===== src/rtl/rxts_pkg.sv =====
package rxts_pkg;
   // per-channel word offsets inside one channel block
   localparam int unsigned OFF_CTRL    = 'h00;
   localparam int unsigned OFF_EVT     = 'h04;
   localparam int unsigned OFF_SNAP_LO = 'h10;
   localparam int unsigned OFF_SNAP_HI = 'h14;
   localparam int unsigned CH_SPAN     = 'h18;

   // precision time protocol message type codes
   localparam logic [3:0] MSG_SYNC      = 4'h0;
   localparam logic [3:0] MSG_DELAY_REQ = 4'h1;

   typedef enum logic {
      ROLE_SLAVE  = 1'b0,
      ROLE_MASTER = 1'b1
   } role_e;
endpackage


===== src/rtl/rxts_trig_match.sv =====
module rxts_trig_match
   import rxts_pkg::*;
#(
   parameter int unsigned NUM_CH = 8,
   parameter int unsigned MSG_W  = 4
) (
   input  logic [NUM_CH-1:0]       stb,
   input  logic [NUM_CH*MSG_W-1:0] msg_type,
   input  logic [NUM_CH-1:0]       role,
   output logic [NUM_CH-1:0]       trig
);
   localparam logic [MSG_W-1:0] CODE_SYNC = MSG_W'(MSG_SYNC);
   localparam logic [MSG_W-1:0] CODE_DREQ = MSG_W'(MSG_DELAY_REQ);

   for (genvar c = 0; c < NUM_CH; c++) begin : g_ch
      logic [MSG_W-1:0] code;
      logic             want;
      assign code = msg_type[c*MSG_W +: MSG_W];
      always_comb begin
         if (role_e'(role[c]) == ROLE_MASTER) want = (code == CODE_DREQ);
         else                                 want = (code == CODE_SYNC);
      end
      assign trig[c] = stb[c] & want;
   end
endmodule


===== src/rtl/rxts_snap_chan.sv =====
module rxts_snap_chan
   import rxts_pkg::*;
#(
   parameter int unsigned TIME_W = 64
) (
   input  logic              clk,
   input  logic              rst_n,
   input  logic [TIME_W-1:0] sys_time,
   input  logic              trig,
   input  logic              clr,
   input  logic              role_we,
   input  logic              role_wd,
   output logic              role,
   output logic              rxs,
   output logic [TIME_W-1:0] snap
);
   role_e role_q;
   logic  rxs_after_clr;
   logic  take;

   // the clear acts first, then a trigger may load again
   assign rxs_after_clr = rxs & ~clr;
   assign take          = trig & ~rxs_after_clr;

   always_ff @(posedge clk) begin
      if (!rst_n) begin
         role_q <= ROLE_SLAVE;
         rxs    <= 1'b0;
         snap   <= '0;
      end else begin
         if (role_we) role_q <= role_e'(role_wd);
         rxs <= rxs_after_clr | take;
         if (take) snap <= sys_time;
      end
   end

   assign role = role_q;
endmodule


===== src/rtl/rxts_reg_if.sv =====
module rxts_reg_if
   import rxts_pkg::*;
#(
   parameter int unsigned NUM_CH    = 8,
   parameter int unsigned TIME_W    = 64,
   parameter int unsigned ADDR_W    = 12,
   parameter int unsigned CH_BASE   = 'h040,
   parameter int unsigned CH_STRIDE = 'h20,
   parameter bit          READ_PIPE = 1'b1
) (
   input  logic                     clk,
   input  logic                     rst_n,
   input  logic [ADDR_W-1:0]        addr,
   input  logic                     wr,
   input  logic [31:0]              wdata,
   input  logic [NUM_CH-1:0]        role,
   input  logic [NUM_CH-1:0]        rxs,
   input  logic [NUM_CH*TIME_W-1:0] snap_flat,
   output logic [NUM_CH-1:0]        clr,
   output logic [NUM_CH-1:0]        role_we,
   output logic                     role_wd,
   output logic [31:0]              rdata
);
   logic [NUM_CH-1:0] hit_ctl, hit_evt, hit_lo, hit_hi;
   logic [63:0]       snap64 [NUM_CH];
   logic [31:0]       rd_next;
   logic              unused_wbits;

   assign unused_wbits = ^wdata[31:1];
   assign role_wd      = wdata[0];

   for (genvar c = 0; c < NUM_CH; c++) begin : g_dec
      localparam int unsigned CB = CH_BASE + c * CH_STRIDE;
      assign hit_ctl[c] = (addr == ADDR_W'(CB + OFF_CTRL));
      assign hit_evt[c] = (addr == ADDR_W'(CB + OFF_EVT));
      assign hit_lo[c]  = (addr == ADDR_W'(CB + OFF_SNAP_LO));
      assign hit_hi[c]  = (addr == ADDR_W'(CB + OFF_SNAP_HI));
      assign clr[c]     = wr & hit_evt[c] & wdata[0];
      assign role_we[c] = wr & hit_ctl[c];
      always_comb begin
         snap64[c]             = '0;
         snap64[c][TIME_W-1:0] = snap_flat[c*TIME_W +: TIME_W];
      end
   end

   always_comb begin
      rd_next = '0;
      for (int c = 0; c < NUM_CH; c++) begin
         if (hit_ctl[c]) rd_next = {31'b0, role[c]};
         if (hit_evt[c]) rd_next = {31'b0, rxs[c]};
         if (hit_lo[c])  rd_next = snap64[c][31:0];
         if (hit_hi[c])  rd_next = snap64[c][63:32];
      end
   end

   if (READ_PIPE) begin : g_rd_reg
      always_ff @(posedge clk) begin
         if (!rst_n) rdata <= '0;
         else        rdata <= rd_next;
      end
   end else begin : g_rd_comb
      logic unused_clk;
      assign unused_clk = clk ^ rst_n;
      assign rdata      = rd_next;
   end
endmodule


===== src/rtl/rxts_capture_unit.sv =====
module rxts_capture_unit
   import rxts_pkg::*;
#(
   parameter int unsigned NUM_CH    = 8,
   parameter int unsigned TIME_W    = 64,
   parameter int unsigned MSG_W     = 4,
   parameter int unsigned ADDR_W    = 12,
   parameter int unsigned CH_BASE   = 'h040,
   parameter int unsigned CH_STRIDE = 'h20,
   parameter bit          READ_PIPE = 1'b1
) (
   input  logic                    clk,
   input  logic                    rst_n,
   input  logic [TIME_W-1:0]       sys_time,
   input  logic [NUM_CH-1:0]       rx_stb,
   input  logic [NUM_CH*MSG_W-1:0] rx_msg_type,
   input  logic [ADDR_W-1:0]       reg_addr,
   input  logic                    reg_wr,
   input  logic [31:0]             reg_wdata,
   output logic [31:0]             reg_rdata
);
   localparam int unsigned MAP_END = CH_BASE + NUM_CH * CH_STRIDE;

   if (NUM_CH < 1 || NUM_CH > 64) begin : g_bad_ch
      $error("NUM_CH out of range");
   end
   if (TIME_W <= 32 || TIME_W > 64) begin : g_bad_time
      $error("TIME_W must span two words");
   end
   if (MSG_W < 4) begin : g_bad_msg
      $error("MSG_W too narrow for message codes");
   end
   if ((CH_STRIDE & (CH_STRIDE - 1)) != 0 || CH_STRIDE < CH_SPAN) begin : g_bad_stride
      $error("CH_STRIDE must be a power of two covering a channel");
   end
   if (MAP_END > (1 << ADDR_W) || (CH_BASE % 4) != 0) begin : g_bad_map
      $error("register map does not fit ADDR_W");
   end

   logic [NUM_CH-1:0]        trig_vec, clr_vec, role_we, role_vec, rxs_vec;
   logic                     role_wd;
   logic [NUM_CH*TIME_W-1:0] snap_flat;

   rxts_trig_match #(.NUM_CH(NUM_CH), .MSG_W(MSG_W)) u_match (
      .stb      (rx_stb),
      .msg_type (rx_msg_type),
      .role     (role_vec),
      .trig     (trig_vec)
   );

   for (genvar c = 0; c < NUM_CH; c++) begin : g_chan
      rxts_snap_chan #(.TIME_W(TIME_W)) u_chan (
         .clk      (clk),
         .rst_n    (rst_n),
         .sys_time (sys_time),
         .trig     (trig_vec[c]),
         .clr      (clr_vec[c]),
         .role_we  (role_we[c]),
         .role_wd  (role_wd),
         .role     (role_vec[c]),
         .rxs      (rxs_vec[c]),
         .snap     (snap_flat[c*TIME_W +: TIME_W])
      );
   end

   rxts_reg_if #(
      .NUM_CH(NUM_CH), .TIME_W(TIME_W), .ADDR_W(ADDR_W),
      .CH_BASE(CH_BASE), .CH_STRIDE(CH_STRIDE), .READ_PIPE(READ_PIPE)
   ) u_regs (
      .clk       (clk),
      .rst_n     (rst_n),
      .addr      (reg_addr),
      .wr        (reg_wr),
      .wdata     (reg_wdata),
      .role      (role_vec),
      .rxs       (rxs_vec),
      .snap_flat (snap_flat),
      .clr       (clr_vec),
      .role_we   (role_we),
      .role_wd   (role_wd),
      .rdata     (reg_rdata)
   );
endmodule


===== config.mk =====
export PLATFORM = sky130hd
export DESIGN_NAME = rxts_capture_unit
export DESIGN_NICKNAME = d
export VERILOG_FILES = /design/src/rtl/rxts_pkg.sv /design/src/rtl/rxts_trig_match.sv /design/src/rtl/rxts_snap_chan.sv /design/src/rtl/rxts_reg_if.sv /design/src/rtl/rxts_capture_unit.sv
export SDC_FILE = /design/constraint.sdc
export NUM_CORES = 1
export LEC_CHECK = 0
export ABC_AREA = 1
export BUFFER_PORTS_ARGS = -buffer_cell sky130_fd_sc_hd__buf_4
export CORE_MARGIN = 5
export CORE_UTILIZATION = 28
export CTS_BUF_LIST = sky130_fd_sc_hd__clkbuf_4 sky130_fd_sc_hd__clkbuf_8
export DETAILED_ROUTE_END_ITERATION = 6
export SETUP_SLACK_MARGIN = 0.3
export SLEW_MARGIN = 20
export SYNTH_ARGS = -nofsm -noshare
export SYNTH_HDL_FRONTEND = slang
export SYNTH_SLANG_ARGS = --single-unit

===== constraint.sdc =====
create_clock -name clk -period 2.91 [get_ports clk]
set_input_delay 0 -clock clk [delete_from_list [all_inputs] [get_ports clk]]
set_output_delay 0 -clock clk [all_outputs]
set_load 0.02 [all_outputs]

-- After elaboration in Yosys (flattened, before gate mapping)
Index checks and enable logic that the tools add are counted.
- bitwise operators: 72
- reductions and logical operators: 8
- muxes and demuxes: 40
- equal/unequal tests: 40
- operators with widths (operator ; count):
    $mux W32 ; 30
    $eq A12 B8 Y1 const B ; 16
    $eq A12 B7 Y1 const B ; 8
    $eq A12 B9 Y1 const B ; 8
    $and A1 B1 Y1 ; 48
    $eq A4 B1 Y1 const B ; 8
    $logic_not A4 Y1 ; 8
    $not A1 Y1 ; 16
    $mux W1 ; 10
    $or A1 B1 Y1 ; 8
- flip-flop bits (word level): 560
- word-level logic and storage cells: 185
- output and inout port bits: 32
- input port bits: 151

-- Logic depth before layout (Yosys ltp)
- depth after elaboration: 33
- gate-level depth with buffers: 40
- gate-level depth less buffers: 40

-- Modules after synthesis
Synthesis repeated with hierarchy kept, for this count alone.
- cells, all modules: 4556
- area, all modules: 30410.4 um2
- modules (own cells, without submodules) (module ; area an instance (um2) ; instances ; cells each ; sequential area each (um2)):
    rxts_snap_chan ; 3072.9 ; 8 ; 428 ; 1321.3
    rxts_reg_if ; 5526.6 ; 1 ; 1052 ; 640.6
    rxts_trig_match ; 300.3 ; 1 ; 80 ; 0.0

-- Least setup slack after synthesis
Ideal clock, no wire load.
- path type: input to register
- from: input reg_addr[9]
- to: register u_regs.rdata[0]
- cell stages on the path: 36
- library setup time: 0.122 ns
- data arrival time: 2.051 ns
- path slack: 0.737 ns
- buffers on the path: 1
- required time: 2.788 ns
- cells stage by stage: nor2_1 -> nand2_2 -> nor2_2 -> buf_6 -> nand2_2 -> or2_0 -> nand2_1 -> nand2_1 -> nand2_1 -> nand4_1 -> nand2_1 -> nand2_1 -> nand2_1 -> nand2_1 -> nand2_1 -> nand2_1 -> nand2_1 -> nand2_1 -> nand2_1 -> nand2_1 -> nand2_1 -> nand2_1 -> nand2_1 -> nand2_1 -> nand2_1 -> nand2_1 -> nand2_1 -> nand2_1 -> nand2_1 -> nand2_1 -> nand2_1 -> nand2_1 -> nand2_1 -> nand2_1 -> nand2_1 -> a21oi_2
- longest elaborated chain between the ends: 33
- elaborated cells between the ends (all ways): 64
- those cells by class: 32 x eq/ne; 32 x mux
- ends and longest elaborated chain (element ; line ; source):
    from (decl) ; rxts_capture_unit.sv:17 ; input logic [ADDR_W-1:0] reg_addr,
    $eq A12 B7 Y1 ; rxts_reg_if.sv:34 ; assign hit_ctl[c] = (addr == ADDR_W'(CB + OFF_CTRL));
    $mux W1 ; rxts_reg_if.sv:49 ; if (hit_ctl[c]) rd_next = {31'b0, role[c]};
    $mux W1 ; rxts_reg_if.sv:50 ; if (hit_evt[c]) rd_next = {31'b0, rxs[c]};
    $mux W32 ; rxts_reg_if.sv:51 ; if (hit_lo[c]) rd_next = snap64[c][31:0];
    $mux W32 ; rxts_reg_if.sv:52 ; if (hit_hi[c]) rd_next = snap64[c][63:32];
    $mux W32 ; rxts_reg_if.sv:49 ;
    $mux W32 ; rxts_reg_if.sv:50 ;
    $mux W32 ; rxts_reg_if.sv:51 ;
    [17 not listed] ; - ;
    $mux W32 ; rxts_reg_if.sv:49 ;
    $mux W32 ; rxts_reg_if.sv:50 ;
    $mux W32 ; rxts_reg_if.sv:51 ;
    $mux W32 ; rxts_reg_if.sv:52 ;
    $mux W32 ; rxts_reg_if.sv:49 ;
    $mux W32 ; rxts_reg_if.sv:50 ;
    $mux W32 ; rxts_reg_if.sv:51 ;
    $mux W32 * ; rxts_reg_if.sv:52 ;
    to (signal assigned) ; rxts_reg_if.sv:59 ; else rdata <= rd_next;
    to (decl) ; rxts_reg_if.sv:22 ; output logic [31:0] rdata
Mark *: on every way between the ends. The rest lies on a longest branch, timed or not.
A chain may end at the register's enable or synchronous reset.

-- Worst setup path in the final report
- from: register g_chan[3].u_chan.role_q
- to: register g_chan[3].u_chan.snap[58]
- longest elaborated chain between the ends: 3
- ends and longest elaborated chain (element ; line ; source):
    from (decl) ; rxts_snap_chan.sv:17 ; role_e role_q;
    from (signal assigned) ; rxts_snap_chan.sv:31 ; if (role_we) role_q <= role_e'(role_wd);
    $mux W1 ; rxts_trig_match.sv:20 ; if (role_e'(role[c]) == ROLE_MASTER) want = (code == CODE_DREQ);
    $and A1 B1 Y1 ; rxts_trig_match.sv:23 ; assign trig[c] = stb[c] & want;
    $and A1 B1 Y1 ; rxts_snap_chan.sv:23 ; assign take = trig & ~rxs_after_clr;
    to (signal assigned) ; rxts_snap_chan.sv:33 ; if (take) snap <= sys_time;
    to (decl) ; rxts_snap_chan.sv:15 ; output logic [TIME_W-1:0] snap
Every way passes these cells.

==> impl_metrics.ini <==
[critical_path]
required_ns = 3.51
crit_fanout = 46
rr_worst_depth = 9
path_delay_family = buffers and inverters
path_cells = xor2_1 > nor4_2 > dlygate4sd3_1 > nand2_4 > buf_4 > inv_2 > buf_12 > nor2_1 > nor2_1
cp-end-kind = flip-flop
slowest_delay_ns = 0.73
cp.buffers_inverters = 4
r2r-end = g_chan[3].u_chan.snap[58]$_SDFFE_PN0P_
crit_path_start_kind = flip-flop
crit_arrival_ns = 3.10
timing.rr.start = g_chan[3].u_chan.role$_SDFFE_PN0P_
crit_slowest_cell = dlygate4sd3_1
path_class = flip-flop to flip-flop
cp_common_cell = nor2_1
ff2ff_setup_slack_ns = 0.41

[sta]
grt_setup_unrepaired = yes
skew_ns = 0.0361
finalWorstSetupSlack_ns = 0.412
worst_pin_slew_ns = 1.11
slew_headroom_pct = 25.5
fmax_mhz = 400
setup-violations-final = 0
period_needed_ns = 2.50
final-hold-violation-count = 0
finalCritPeriodShare_pct = 85.9
slew_violations = 0

[run]
cap_viol_max_count = 0

[floorplan]
die_w_um = 300
core-area_um2 = 83600
rows = 106
die_area_um2 = 90000
start_util_pct = 28.2
io_pins = 183
die_h_um = 300

[drt]
vias_per_cell = 4.93
dr.pass1.iters = 5
drc = 0
first_iter_violations = 1756
post_drt_wl_per_cell_um = 17.8
vias = 22700
drt-total-wl_um = 81900
antenna_left = 0

[grt]
grt-ovfl-total = 0
grt_max_degree = 148
grt_usage_pct = 17.2
grt_pass1_vias = 21400
antenna_found_initial = 9
grt_pass1_wl_um = 124000

[power]
p_leak_nw = 11.2
p_comb_share_pct = 6.4
p_int_mw = 12.1
power.density_nw_per_um2 = 538
p_seq_share_pct = 49.3
net-switching-power_mw = 3.89
worst_ir_drop_vdd_v = 0.000315
clockPowerShare_pct = 44.3
power_mw = 16.0
swShare_pct = 24.2

[logic_synthesis]
syn_inst = 3219
async_flop_share_pct = 0
synth_ff_type = dfxtp_1
synth_edf_count = 0
synth-seq-cells = 560
synth_area_leader_cell = dfxtp_1
synth.avg_cell_area_um2 = 7.32
synth.area.top_cells = dfxtp_1 48%, o21ai_0 14%, nor2_1 13%
syn_nets = 3370
ys_seq_area_share_pct = 47.6
synth_area_um2 = 23500
synth_top_area_share_pct = 47.6
yosys_warnings = 0
synth_cell_type_count = 37

[clock_network]
clk_latency_ns = 0.70
cts-buffers-inserted = 91
cts_tree = yes
cts-root-buf = clkbuf_8
htree_levels = 3
clockBufferDepth = 3
clkSinkCount = 560
clk_pin_slew_ns = 0.06

[place]
place_congestion = 0.816
dpl.hpwl_um = 51400
post-place-ws_ns = -0.00777
place_area_um2 = 26400
io_buffers = 151

[cells_and_area]
drive_above_1_share_pct = 14.5
utilization_pct = 35.6
area_growth_pct = 26.5
fin_nets = 3609
stdcell_area_um2 = 29800

[status]
status = completed

[min_path]
min_from = reg_addr[1]
hold_path_depth = 9
min-delay-path-class = input port to flip-flop
hold_end = g_chan[0].u_chan.snap[0]$_SDFFE_PN0P_
tightest hold or removal path: stages:
cell,delay [ns]
buf_4,0.08
inv_1,0.03
nand2_1,0.05
nor2_1,0.05
nand3_1,0.10
o21ai_0,0.12
nand2_2,0.13
o21ai_0,0.08
nor2_1,0.07
repair_timing:
| action | in CTS | in global routing |
|---|---|---|
| gates resized for setup | 0 | 53 |
| setup endpoints to repair | 0 | 136 |
| hold endpoints to repair | 544 | 1 |
| hold buffers | 99 | 1 |
| setup buffers | 0 | 18 |
worst max path at each step:
| stage | from | end | slack (ns) | cells past startpoint |
|---|---|---|---|---|
| after floorplan | reg_addr[9] | u_regs.rdata[0]$_SDFF_PN0_ | 0.74 | 36 |
| after CTS | reg_addr[1] | u_regs.rdata[0]$_SDFF_PN0_ | 0.30 | 40 |
| final | g_chan[3].u_chan.role$_SDFFE_PN0P_ | g_chan[3].u_chan.snap[58]$_SDFFE_PN0P_ | 0.41 | 9 |
| after global placement | reg_addr[9] | u_regs.rdata[11]$_SDFF_PN0_ | 0.03 | 18 |
| after global routing | g_chan[0].u_chan.role$_SDFFE_PN0P_ | u_regs.rdata[0]$_SDFF_PN0_ | 0.10 | 36 |
| after detailed placement | reg_addr[1] | u_regs.rdata[6]$_SDFF_PN0_ | -0.008 | 18 |
stage by stage:
stage / hold slack (ns) / TNS, ns / std cells
final: 0.0548 / 0 / 4598
after global routing: 0.104 / 0 / 4598
after CTS: 0.0264 / 0 / 4573
after detailed placement: 0.331 / -0.00777 / 4322
after global placement: 0.328 / 0 / 4322
after floorplan: 0.162 / 0 / 3219
synthesized netlist by cell type, types with 7 or more instances:
library cell  number
buf_1             10
a21oi_1          191
inv_2             11
o211ai_1         115
nand3_1           58
xor2_1             8
a221oi_1          21
clkbuf_1         221
nand2_1          145
nand4_1           10
dfxtp_1          560
o21ai_0          650
o221ai_1          55
or2_2              9
inv_1            257
o21ai_1            7
buf_2             11
nor4_1             9
a31oi_1           21
a311oi_1          15
nor2_1           794
o211a_1           10
cell usage in the layout, fill, tap and decap left out, drive strengths merged:
cell,instances
a211oi,1
a21oi,192
a221oi,21
a311oi,15
a31oi,21
buf,288
clkbuf,147
clkinv,6
clkinvlp,1
dfxtp,560
diode,1
dlygate4sd3,94
dlymetal6s4s,6
inv,271
nand2,150
nand3,58
nand4,10
nor2,801
nor3,3
nor4,9
o2111ai,1
o211a,10
o211ai,115
o21ai,657
o21bai,1
o221ai,55
o22ai,1
o31ai,4
or2,11
xor2,8
state kept, by name, indices dropped and copies added, names as in the netlist:
| signal | flops |
|---|---|
| g_chan.u_chan.snap | 512 |
| g_chan.u_chan.rxs | 8 |
| u_regs.rdata | 32 |
| g_chan.u_chan.role | 8 |
routing by layer:
layer  GRT usage [%]  share of wire [%]  vias up
li1                -                  -    11300
met1            22.3                 45    10700
met2            29.5                 47      519
met3            2.71                4.8      154
met4            5.04                3.0        0
met5               0                  0        -
kinds of logic (layout without fill, tap and decap cells):
kind of cell | count (synthesis) | count (layout) | synth area share [%]
xor+xnor | 8 | 8 | 0.298
compound gates | 1094 | 1094 | 26.3
buf+inv | 515 | 813 | 8.35
other cells | 0 | 1 | 0
flops | 560 | 560 | 47.6
simple gates | 1042 | 1042 | 17.4
final cells by class:
class / instances / area (µm²)
inverter: 269 / 1010
clock inverter: 9 / 81.3
timing repair buffer: 392 / 3750
tap: 1080 / 1350
sequential: 560 / 11200
multi-input combinational: 2144 / 10600
antenna: 1 / 2.50
fill: 8837 / 53800
clock buffer: 143 / 1800
power by group through the flow:
stage / combinational (mW) / clock (mW) / sequential (mW)
floorplan: 0.496 / 0 / 8.05
global placement: 0.888 / 0 / 8.06
detailed placement: 0.900 / 0 / 8.07
CTS: 1.01 / 7.23 / 7.90
global route: 1.15 / 7.59 / 7.91
finish: 1.02 / 7.11 / 7.90
Note: power is estimated with default switching activity, not from simulation.
